**src/rtl/clock_alert_pkg.sv**
```systemverilog
package clock_alert_pkg;

    localparam int DIG_W  = 4;
    localparam int PAIR_W = 2 * DIG_W;

    typedef logic [PAIR_W-1:0] bcd_pair_t;

    typedef enum logic {
        WIN_IDLE = 1'b0,
        WIN_RING = 1'b1
    } win_state_e;

    // Advance a two-digit BCD value by one, returning to zero after `last`.
    function automatic bcd_pair_t bcd_pair_step(input bcd_pair_t v, input bcd_pair_t last);
        bcd_pair_t r;
        if (v == last) begin
            r = '0;
        end else if (v[DIG_W-1:0] == 4'd9) begin
            r = {v[PAIR_W-1:DIG_W] + 4'd1, 4'd0};
        end else begin
            r = {v[PAIR_W-1:DIG_W], v[DIG_W-1:0] + 4'd1};
        end
        return r;
    endfunction

endpackage

```
**src/rtl/alarm_preset.sv**
```systemverilog
module alarm_preset
    import clock_alert_pkg::*;
#(
    parameter bcd_pair_t HOUR_LAST = 8'h23,
    parameter bcd_pair_t MIN_LAST  = 8'h59
) (
    input  logic      clk,
    input  logic      rst_n,
    input  logic      step_hour,
    input  logic      step_min,
    output bcd_pair_t hour_q,
    output bcd_pair_t min_q
);

    localparam int NFIELD = 2;

    logic [NFIELD-1:0] step;
    bcd_pair_t         last  [NFIELD];
    bcd_pair_t         field [NFIELD];

    assign step[0] = step_hour;
    assign step[1] = step_min;
    assign last[0] = HOUR_LAST;
    assign last[1] = MIN_LAST;

    // One wrapping BCD counter per field of the stored alarm time.
    for (genvar i = 0; i < NFIELD; i++) begin : g_field
        always_ff @(posedge clk or negedge rst_n) begin
            if (!rst_n) begin
                field[i] <= '0;
            end else if (step[i]) begin
                field[i] <= bcd_pair_step(field[i], last[i]);
            end
        end
    end

    assign hour_q = field[0];
    assign min_q  = field[1];

endmodule

```
**src/rtl/sound_window.sv**
```systemverilog
module sound_window
    import clock_alert_pkg::*;
(
    input  logic clk,
    input  logic rst_n,
    input  logic go,
    input  logic done,
    output logic open_q
);

    win_state_e state, state_nx;

    // State register.
    always_ff @(posedge clk or negedge rst_n) begin
        if (!rst_n) begin
            state <= WIN_IDLE;
        end else begin
            state <= state_nx;
        end
    end

    // Next state: go opens the window, done closes it.
    always_comb begin
        state_nx = state;
        unique case (state)
            WIN_IDLE: if (go)   state_nx = WIN_RING;
            WIN_RING: if (done) state_nx = WIN_IDLE;
            default:            state_nx = WIN_IDLE;
        endcase
    end

    // The open flag comes straight from the registered state.
    always_comb begin
        open_q = (state == WIN_RING);
    end

endmodule

```
**src/rtl/clock_alert_ctrl.sv**
```systemverilog
module clock_alert_ctrl
    import clock_alert_pkg::*;
#(
    parameter bcd_pair_t CHIME_END_MIN = 8'h01,
    parameter bcd_pair_t CHIME_END_SEC = 8'h20
) (
    input  logic        clk,
    input  logic        rst_n,
    input  logic [23:0] now_bcd,
    input  logic        adj_hour,
    input  logic        adj_min,
    input  logic        alarm_en,
    input  logic        tone_slow,
    input  logic        tone_fast,
    output logic [15:0] alarm_time,
    output logic        chime_on,
    output logic        alarm_on,
    output logic        spk
);

    bcd_pair_t now_h, now_m, now_s;
    bcd_pair_t pre_h, pre_m;

    logic top_of_hour, chime_end, alarm_hit;

    assign now_h = now_bcd[3*PAIR_W-1:2*PAIR_W];
    assign now_m = now_bcd[2*PAIR_W-1:PAIR_W];
    assign now_s = now_bcd[PAIR_W-1:0];

    alarm_preset #(
        .HOUR_LAST(8'h23),
        .MIN_LAST (8'h59)
    ) u_preset (
        .clk      (clk),
        .rst_n    (rst_n),
        .step_hour(adj_hour),
        .step_min (adj_min),
        .hour_q   (pre_h),
        .min_q    (pre_m)
    );

    assign top_of_hour = (now_m == '0) && (now_s == '0);
    assign chime_end   = (now_m == CHIME_END_MIN) && (now_s == CHIME_END_SEC);
    assign alarm_hit   = alarm_en && (now_h == pre_h) && (now_m == pre_m);

    sound_window u_chime (
        .clk   (clk),
        .rst_n (rst_n),
        .go    (top_of_hour),
        .done  (chime_end),
        .open_q(chime_on)
    );

    sound_window u_alarm (
        .clk   (clk),
        .rst_n (rst_n),
        .go    (alarm_hit),
        .done  (!alarm_hit),
        .open_q(alarm_on)
    );

    assign alarm_time = {pre_h, pre_m};

    // Only the registered window flags and the two tone levels reach the speaker.
    assign spk = (chime_on || alarm_on) && tone_slow && tone_fast;

endmodule

```
**config.mk**
```make
export PLATFORM = sky130hd
export DESIGN_NAME = clock_alert_ctrl
export DESIGN_NICKNAME = d
export VERILOG_FILES = /design/src/rtl/clock_alert_pkg.sv /design/src/rtl/alarm_preset.sv /design/src/rtl/sound_window.sv /design/src/rtl/clock_alert_ctrl.sv
export SDC_FILE = /design/constraint.sdc
export NUM_CORES = 1
export LEC_CHECK = 0
export ABC_AREA = 1
export BUFFER_PORTS_ARGS = -buffer_cell sky130_fd_sc_hd__buf_2
export CAP_MARGIN = 20
export CORE_MARGIN = 2
export CORE_UTILIZATION = 49
export DETAILED_ROUTE_END_ITERATION = 6
export HOLD_SLACK_MARGIN = 0.06
export PLACE_DENSITY = 0.83
export REMOVE_ABC_BUFFERS = 1
export SLEW_MARGIN = 20
export SYNTH_ARGS = -nofsm -noshare
export SYNTH_HDL_FRONTEND = slang
export SYNTH_SLANG_ARGS = --single-unit
```
**constraint.sdc**
```tcl
create_clock -name clk -period 1.3 [get_ports clk]
set_input_delay 0.065 -clock clk [delete_from_list [all_inputs] [get_ports clk]]
set_output_delay 0.065 -clock clk [all_outputs]
set_load 0.02 [all_outputs]
```
==> qor.yml, run 1 <==
worst_hold_path:
  hold_path.class: "in2reg"
  hold_depth: 4
grt:
  grt_max_degree: 19
  grt_pass1_vias: 1323
  grt_pass1_wl_mm: 5.47
  antenna_found_initial: 0
  overflow: 0
  track_usage_pct: 21.9
yosys:
  synth-seq-cells: 18
  avgSynthCellArea_um2: 6.81
  syn_inst: 201
  ys_warn_count: 0
  synth_area_leaders: "dfrtp_1 33%, nand2_1 14%, inv_1 11%"
  ys_seq_area_share_pct: 32.9
  synth_top_area_share_pct: 32.9
  synth_area_leader_cell: "dfrtp_1"
  syn_area_um2: 1370
  yosysUniqueCellTypes: 25
clock_network:
  h-tree-depth: 1
  cts_root_buf: "clkbuf_4"
  clkTransAtPathRegs_ps: 110
  cts_buffers: 3
  clkSinkCount: 18
  cts_tree: "built"
  clock_latency_ps: 310
  cts_max_path_buffers: 2
power:
  p_sw_uw: 1460
  p_leak_uw: 0.00108
  ir_drop_uv: 1250
  pwr-share-clk_pct: 9.7
  seq_power_share_pct: 33.4
  power_frac_comb_pct: 56.8
  p_sw_share_pct: 48.7
  p_int_uw: 1540
  power_density_nw_per_um2: 1680
floorplanning:
  die_h_um: 56.9
  initial_core_util_pct: 50.5
  design.core.area_um2: 2710
  rows: 19
  dieArea_um2: 3230
  die_w_um: 56.9
  io_pins: 50
final_layout:
  area_delta_synth_final_pct: 30.5
  final_nets: 306
  final_cell_mix: "52 x nand2_1, 49 x buf_2, 40 x inv_1"
  diodes: 0
  drive_above_1_share_pct: 28.3
  fillers: 252
  finalNonFillerCells: 296
  layout_commonest_cell: "nand2_1"
routing:
  drt_iter0_drc: 41
  avgRoutedWirePerCell_um: 12.2
  wl_mm: 3.62
  viasPerCell: 5.10
  drc: 0
  dr_total_vias: 1511
  antenna_left: 0
  first_pass_iters: 4
critical_path:
  crit_type: "reg2reg"
  critical_path.max_fanout: 5
  arrival_ps: 1470
  cp-end-kind: "flop"
  startpoint_type: "flop"
  required_ps: 1510
  reg2reg_depth: 7
placed_design:
  placed_cells: 287
  portBuffers: 49
  place_hpwl_mm: 2.74
  gp_congestion: 0.828
timing:
  rsz0062_at_grt: "true"
  tightest_slew_ps: 426
  drv_slew: 0
  fin_crit_sh_pct: 97.4
  setup_viol: 0
  relSlewSlack_pct: 71.6
  hold_violations: 0
  min_period_ps: 1270
  fin_skew_ps: 6.29
  hold_slack_ps: 37.4
  achievable-frequency_mhz: 790
run:
  max_cap_viol_count: 0
run_status:
  run_status: "finished, final reports clean"
[per-stage QoR]
| step | util (%) | instance area, um2 | total power, uW | TNS (ps) | setup slack, ps |
|---|---|---|---|---|---|
| after floorplan | - | 1360 | 2000 | -15.9 | -15.9 |
| after global placement | 62.6 | 1700 | 2560 | 0 | 108 |
| after detailed placement | 62.6 | 1700 | 2610 | 0 | 35.3 |
| after CTS | 65.0 | 1760 | 2910 | 0 | 15.0 |
| after global routing | 65.9 | 1790 | 3240 | -61.8 | -27.1 |
| final | 65.9 | 1790 | 3010 | 0 | 34.3 |
[per-layer routing]
| layer | vias up | GRT usage, % | part of all wire (%) |
|---|---|---|---|
| met2 | 53 | 38.5 | 51 |
| li1 | 762 | - | - |
| met1 | 687 | 26.0 | 41 |
| met3 | 9 | 3.46 | 5.9 |
| met4 | 0 | 9.63 | 2.2 |
| met5 | - | 0 | 0 |
[timing repair]
| item | in CTS | in global routing |
|---|---|---|
| hold endpoints to repair | 21 | 0 |
| setup buffers | 0 | 2 |
| gates resized for setup | 0 | 4 |
| hold buffers | 4 | 0 |
| endpoints found under the setup margin | 0 | 10 |
[path summary, 6_finish.rpt]
kind / from / slack [ps] / endpoint
max: u_preset.min_q[1]$_DFFE_PN0P_ / 30 / u_preset.min_q[5]$_DFFE_PN0P_
min: now_bcd[5] / 40 / u_chime.open_q$_DFF_PN0_
min in group asynchronous: rst_n / 220 / u_preset.min_q[3]$_DFFE_PN0P_
max in group asynchronous: rst_n / 780 / u_preset.min_q[0]$_DFFE_PN0P_
min reg2reg: u_chime.open_q$_DFF_PN0_ / 540 / u_chime.open_q$_DFF_PN0_
max reg2reg: u_preset.min_q[1]$_DFFE_PN0P_ / 30 / u_preset.min_q[5]$_DFFE_PN0P_
[area by class of cell]
type	instances	area, um2	share of cell area (%)
clock buffer	3	22.5	1.26
inverter	44	168	9.38
multi-input combinational	138	757	42.4
sequential	18	450	25.2
tap	31	38.8	2.17
timing repair buffer	61	343	19.2
timing repair inverter	1	7.51	0.420
[kinds of logic after synthesis]
| logic type | Yosys count | synth area share [%] |
|---|---|---|
| xor+xnor | 7 | 4.48 |
| compound gates | 21 | 8.77 |
| simple gates | 102 | 33.9 |
| flops | 18 | 32.9 |
| fa+ha+maj | 8 | 7.31 |
| buf+inv | 45 | 12.6 |
[flip-flops by register name, indices dropped and copies added, names as in the netlist]
register         flops
u_preset.hour_q      8
u_preset.min_q       8
u_alarm.open_q       1
u_chime.open_q       1
[synth_stat cells]
| master | instances |
|---|---|
| nand2_2 | 1 |
| a21oi_1 | 7 |
| xnor2_1 | 1 |
| o22ai_1 | 4 |
| nand3b_1 | 1 |
| nor2_2 | 2 |
| a22oi_1 | 1 |
| o21a_1 | 1 |
| ha_1 | 8 |
| or2_2 | 2 |
| o211a_1 | 1 |
| nand2_1 | 52 |
| inv_1 | 41 |
| buf_4 | 1 |
| o21ai_1 | 1 |
| inv_2 | 3 |
| nand4_2 | 1 |
| nor3_1 | 1 |
| nand3_1 | 10 |
| nand2_4 | 2 |
| dfrtp_1 | 18 |
| nand4_1 | 11 |
| xor2_1 | 6 |
| nor2_1 | 19 |
| o21ai_0 | 6 |
[power groups by stage]
stage	Combinational, uW	Sequential, uW	Clock [uW]
3_5_place_dp	1600	1010	0
5_1_grt	1890	1030	317
6_report	1710	1010	293
2_1_floorplan	744	1250	0
3_3_place_gp	1560	996	0
4_1_cts	1620	994	297
[worst max-delay path: stages (launching register included)]
cell     delay, ps
dfrtp_1        400
inv_1           90
ha_2           210
nand4_4        140
inv_4          110
o21ai_1         80
o21ai_0         80
inv_1           60
No activity file was read; power rests on OpenSTA's default activity.
==> inputs of run 2 (changes only) <==
==> constraint.sdc (replaced) <==
create_clock -name clk -period 1.2 [get_ports clk]
set_input_delay 0.06 -clock clk [delete_from_list [all_inputs] [get_ports clk]]
set_output_delay 0.06 -clock clk [all_outputs]
set_load 0.02 [all_outputs]
==> qor.yml, run 2 (same netlist as run 1, synthesis figures left out) <==
timing:
  fin_crit_sh_pct: 108  # was 97.4%
  tightest_slew_ps: 451  # was 426 ps
  rsz0062_at_grt: "true"  # unchanged
  relSlewSlack_pct: 69.9  # was 71.6%
  achievable-frequency_mhz: 769  # was 790 MHz
  fin_skew_ps: 0.747  # was 6.29 ps
  hold_violations: 0  # unchanged
  drv_slew: 0  # unchanged
  setup_slack_ps: -101  # was 34.3 ps
  min_period_ps: 1300  # was 1270 ps
  setup_viol: 12  # was 0
worst_hold_path:
  hold_path.class: "in2reg"  # unchanged
run_status:
  violations: "negative setup slack"
  run_status: "finished, violations left"  # was finished, final reports clean
routing:
  drt_iter0_drc: 89  # was 41
  dr_total_vias: 1597  # was 1511
  antenna_left: 0  # unchanged
  viasPerCell: 5.15  # was 5.10
  drc: 0  # unchanged
  first_pass_iters: 4  # unchanged
  wl_mm: 4.05  # was 3.62 mm
  avgRoutedWirePerCell_um: 13.1  # was 12.2 um
floorplanning:
  die_w_um: 56.9  # unchanged
  dieArea_um2: 3230  # unchanged
  design.core.area_um2: 2710  # unchanged
  rows: 19  # unchanged
  io_pins: 50  # unchanged
  die_h_um: 56.9  # unchanged
  initial_core_util_pct: 50.5  # unchanged
clock_network:
  cts_tree: "built"  # unchanged
  cts_root_buf: "clkbuf_4"  # unchanged
  h-tree-depth: 1  # unchanged
  clock_latency_ps: 290  # was 310 ps
  cts_buffers: 3  # unchanged
  cts_max_path_buffers: 2  # unchanged
  clkTransAtPathRegs_ps: 110  # about the same
  clkSinkCount: 18  # unchanged
power:
  power.total_uw: 3770  # was 3010 uW
  p_leak_uw: 0.00116  # was 0.00108 uW
  power_density_nw_per_um2: 1880  # was 1680 nW/um2
  ir_drop_uv: 1410  # was 1250 uV
critical_path:
  startpoint_type: "flop"  # unchanged
  arrival_ps: 1540  # was 1470 ps
  cp-end-kind: "flop"  # unchanged
  required_ps: 1440  # was 1510 ps
  crit_type: "reg2reg"  # unchanged
  critical_path.max_fanout: 3  # was 5
run:
  max_cap_viol_count: 0  # unchanged
placed_design:
  place_hpwl_mm: 2.73  # was 2.74 mm
  gp_congestion: 0.855  # was 0.828
  post-place-ws_ps: -65.6  # was 35.3 ps
  portBuffers: 49  # unchanged
grt:
  grt_pass1_vias: 1389  # was 1323
  overflow: 0  # unchanged
  antenna_found_initial: 0  # unchanged
  grt_max_degree: 19  # unchanged
  grt_pass1_wl_mm: 5.88  # was 5.47 mm
  track_usage_pct: 22.9  # was 21.9%
final_layout:
  final_cell_mix: "48 x nand2_1, 48 x buf_2, 38 x inv_1"  # was 52 x nand2_1, 49 x buf_2, 40 x inv_1
  drive_above_1_share_pct: 38.0  # was 28.3%
  area_delta_synth_final_pct: 46.2  # was 30.5%
  diodes: 0  # unchanged
  final_nets: 320  # was 306
## run 2: cell count changes in the layout (fill, tap and decap cells not counted), sizes merged
cell | previous run | this run
buf | 58 | 70
dlygate4sd3 | 3 | 5
## run 2: area by class of cell
class	instances	area, um2
Multi-Input combinational cell	138	825
Fill cell	207	709
Timing Repair Buffer	75	485
Sequential cell	18	454
Inverter	44	168
Tap cell	31	38.8
Clock buffer	3	22.5
Timing Repair inverter	1	7.51
## run 2: final timing paths
check | startpoint | endpoint | slack, ps | cells past startpoint
max | u_preset.hour_q[4]$_DFFE_PN0P_ | u_preset.hour_q[6]$_DFFE_PN0P_ | -100 | 6
min | now_bcd[12] | u_alarm.open_q$_DFF_PN0_ | 80 | 4
max reg2reg | u_preset.hour_q[4]$_DFFE_PN0P_ | u_preset.hour_q[6]$_DFFE_PN0P_ | -100 | 6
min reg2reg | u_chime.open_q$_DFF_PN0_ | u_chime.open_q$_DFF_PN0_ | 550 | 2
max in group asynchronous | rst_n | u_preset.hour_q[1]$_DFFE_PN0P_ | 640 | 2
min in group asynchronous | rst_n | u_preset.min_q[0]$_DFFE_PN0P_ | 230 | 2
## run 2: per-layer routing
metal / vias to the layer above / routed length, um / global-route usage [%]
li1: 788 / - / -
met4: 0 / 27 / 5.65
met2: 70 / 2090 / 41.5
met5: - / 0 / 0
met1: 735 / 1670 / 28.7
met3: 4 / 264 / 2.76
## run 2: through the flow
step / util, % / cells / area [um2] / hold slack [ps] / TNS (ps)
final: 73.8 / 310 / 2000 / 75.1 / -609
after global routing: 73.8 / 310 / 2000 / 112 / -1330
after CTS: 69.5 / 306 / 1880 / 76.6 / -205
after detailed placement: 64.3 / 293 / 1740 / 24.2 / -276
after global placement: 64.3 / 293 / 1740 / 24.0 / 0
after floorplan: - / 200 / 1360 / -236 / -767
## run 2: what timing repair did
action / 4_1_cts / 5_1_grt
pin swaps: 6 / 9
buffers inserted: 4 / 5
cloned: 1 / 0
endpoints found under the hold margin: 20 / 0
resized for setup: 9 / 28
hold buffers: 5 / 0
setup endpoints to repair: 8 / 17
## run 2: power by group
part	internal, uW	switching (uW)
Clock	117	194
Sequential	820	282
Combinational	1070	1280
## run 2: worst max-delay path, cell delays in order, from the launching register on
cell and delay [ps]:
dfrtp_1 410, buf_6 130, ha_1 190, xor2_1 150, nand3_1 110, nand3b_1 180
nand2_1 80
==> inputs of run 3 (changes only) <==
--- a/config.mk
+++ b/config.mk
@@ -11,6 +11,7 @@
 export CORE_MARGIN = 2
 export CORE_UTILIZATION = 49
 export DETAILED_ROUTE_END_ITERATION = 6
+export GPL_TIMING_DRIVEN = 0
 export HOLD_SLACK_MARGIN = 0.06
 export PLACE_DENSITY = 0.83
 export REMOVE_ABC_BUFFERS = 1
==> qor.yml, run 3 (same netlist as run 1, synthesis figures left out) <==
run_status:
  violations: "negative setup slack"  # unchanged
  run_status: "finished, violations left"  # unchanged
timing:
  fin_crit_sh_pct: 105  # was 108%
  relSlewSlack_pct: 73.2  # was 69.9%
  rsz0062_at_grt: "true"  # unchanged
  tightest_slew_ps: 401  # was 451 ps
  setup_viol: 10  # was 12
  hold_violations: 0  # unchanged
  drv_slew: 0  # unchanged
  setup_slack_ps: -58.2  # was -101 ps
  fin_skew_ps: 5.91  # was 0.747 ps
  min_period_ps: 1260  # was 1300 ps
  achievable-frequency_mhz: 795  # was 769 MHz
critical_path:
  startpoint_type: "flop"  # unchanged
  crit_chain: "buf_4 -> buf_4 -> ha_1 -> a21oi_1 -> nor2_1"  # was buf_6 -> ha_1 -> xor2_1 -> nand3_1 -> nand3b_1 -> nand2_1
  r2r_start: "u_preset.min_q[5]$_DFFE_PN0P_"  # was u_preset.hour_q[4]$_DFFE_PN0P_
  arrival_ps: 1450  # was 1540 ps
  cpMaxStageDelayCell: "dfrtp_2"  # was dfrtp_1
  cp-end-kind: "flop"  # unchanged
  r2r_setup_slack_ps: -60  # was -100 ps
  required_ps: 1390  # was 1440 ps
  reg2reg_depth: 5  # was 6
  critical_path.max_fanout: 3  # unchanged
  crit_family: "flip-flops"  # unchanged
  worstReg2RegEnd: "u_preset.min_q[6]$_DFFE_PN0P_"  # was u_preset.hour_q[6]$_DFFE_PN0P_
  critical_path.max_stage_delay_ps: 440  # was 410 ps
  crit_type: "reg2reg"  # unchanged
  path_common_cell: "buf_4"
  cp_num_buf_inv: 2  # was 1
clock_network:
  clock_latency_ps: 300  # was 290 ps
  cts_buffers: 3  # unchanged
  h-tree-depth: 1  # unchanged
  cts_max_path_buffers: 2  # unchanged
  cts_tree: "built"  # unchanged
  clkSinkCount: 18  # unchanged
  clkTransAtPathRegs_ps: 100  # was 110 ps
  cts_root_buf: "clkbuf_4"  # unchanged
power:
  pwr-share-clk_pct: 8.3  # about the same
  p_int_uw: 1960  # was 2010 uW
  seq_power_share_pct: 31.6  # was 29.3%
  power.total_uw: 3730  # was 3770 uW
  p_sw_uw: 1760  # about the same
  ir_drop_uv: 1380  # was 1410 uV
  p_sw_share_pct: 47.3  # was 46.7%
  power_frac_comb_pct: 60.1  # was 62.5%
  power_density_nw_per_um2: 1920  # was 1880 nW/um2
  p_leak_uw: 0.00112  # was 0.00116 uW
worst_hold_path:
  hold_path.startpoint: "now_bcd[12]"  # unchanged
  hold_path.class: "in2reg"  # unchanged
  hold_depth: 4  # unchanged
  hold_end: "u_alarm.open_q$_DFF_PN0_"  # unchanged
placed_design:
  place_hpwl_mm: 2.46  # was 2.73 mm
  portBuffers: 49  # unchanged
  gp_congestion: 0.821  # was 0.855
  place_area_um2: 1650  # was 1740 um2
floorplanning:
  design.core.area_um2: 2710  # unchanged
  dieArea_um2: 3230  # unchanged
  die_w_um: 56.9  # unchanged
  rows: 19  # unchanged
  io_pins: 50  # unchanged
  initial_core_util_pct: 50.5  # unchanged
  die_h_um: 56.9  # unchanged
final_layout:
  fillers: 209  # was 207
  fin_area_um2: 1940  # was 2000 um2
  layout_commonest_cell: "nand2_1"
  drive_above_1_share_pct: 38.1  # was 38.0%
  final_nets: 314  # was 320
  final_cell_mix: "50 x nand2_1, 47 x buf_2, 36 x inv_1"  # was 48 x nand2_1, 48 x buf_2, 38 x inv_1
  diodes: 0  # unchanged
  area_delta_synth_final_pct: 41.9  # was 46.2%
grt:
  track_usage_pct: 22.7  # was 22.9%
  overflow: 0  # unchanged
  grt_max_degree: 19  # unchanged
  grt_pass1_vias: 1408  # was 1389
  grt_pass1_wl_mm: 5.74  # was 5.88 mm
  antenna_found_initial: 0  # unchanged
routing:
  drt_iter0_drc: 45  # was 89
  dr_total_vias: 1590  # was 1597
  drc: 0  # unchanged
  avgRoutedWirePerCell_um: 13.1  # about the same
  first_pass_iters: 4  # unchanged
  wl_mm: 3.99  # was 4.05 mm
  viasPerCell: 5.23  # was 5.15
  antenna_left: 0  # unchanged
run:
  max_cap_viol_count: 0  # unchanged
==> run 3: cell type report <==
type	instances	area (um2)	area share, %
inverter	44	168	8.63
timing repair inverter	1	7.51	0.387
multi-input combinational	138	813	41.9
timing repair buffer	69	432	22.2
clock buffer	3	22.5	1.16
tap	31	38.8	2.00
sequential	18	460	23.7
==> run 3: timing repair <==
item,in CTS,in global routing
pin swaps,6,11
setup endpoints to repair,12,15
hold endpoints to repair,21,0
resized for setup,20,19
buffers inserted,9,6
hold buffers,5,0
cloned,1,0
==> run 3: worst max path at each step <==
| stage | to | slack [ps] | start | depth (start not counted) |
|---|---|---|---|---|
| final | u_preset.min_q[6]$_DFFE_PN0P_ | -60 | u_preset.min_q[5]$_DFFE_PN0P_ | 5 |
| after global routing | u_preset.min_q[6]$_DFFE_PN0P_ | -120 | u_preset.min_q[5]$_DFFE_PN0P_ | 5 |
| after CTS | u_preset.hour_q[4]$_DFFE_PN0P_ | -30 | u_preset.hour_q[1]$_DFFE_PN0P_ | 6 |
| after detailed placement | u_preset.min_q[5]$_DFFE_PN0P_ | -110 | u_preset.min_q[0]$_DFFE_PN0P_ | 6 |
| after global placement | u_preset.min_q[5]$_DFFE_PN0P_ | -100 | u_preset.min_q[0]$_DFFE_PN0P_ | 6 |
| after floorplan | u_preset.hour_q[1]$_DFFE_PN0P_ | -120 | u_preset.hour_q[1]$_DFFE_PN0P_ | 4 |
==> run 3: metal layers <==
metal | up-vias | wire length, um | share of wire, % | global-route usage (%)
li1 | 775 | - | - | -
met1 | 739 | 1610 | 40 | 28.0
met2 | 58 | 2010 | 50 | 39.0
met3 | 18 | 226 | 5.7 | 2.53
met4 | 0 | 138 | 3.5 | 11.3
met5 | - | 0 | 0 | 0
==> run 3: per-stage QoR <==
step,setup WS [ps],hold WS [ps],TNS [ps],std cells,utilization (%)
3_5_place_dp,-114,17.1,-731,280,60.7
3_3_place_gp,-99.3,15.7,-643,280,60.7
4_1_cts,-33.0,71.2,-125,298,68.2
6_report,-58.2,90.1,-362,304,71.7
2_1_floorplan,-116,-236,-767,200,-
5_1_grt,-124,107,-924,304,71.7
==> run 3: worst register-to-register path, stage by stage (launching register included) <==
cell	delay, ps
dfrtp_2	440
buf_4	140
buf_4	130
ha_1	210
a21oi_1	160
nor2_1	80
==> run 3: power by group through the flow <==
stage          Clock [uW]  Sequential (uW)  Combinational, uW
5_1_grt               341             1210               2440
2_1_floorplan           0             1360                806
3_3_place_gp            0             1170               1450
6_report              310             1180               2240
3_5_place_dp            0             1170               1490
4_1_cts               308             1150               1870
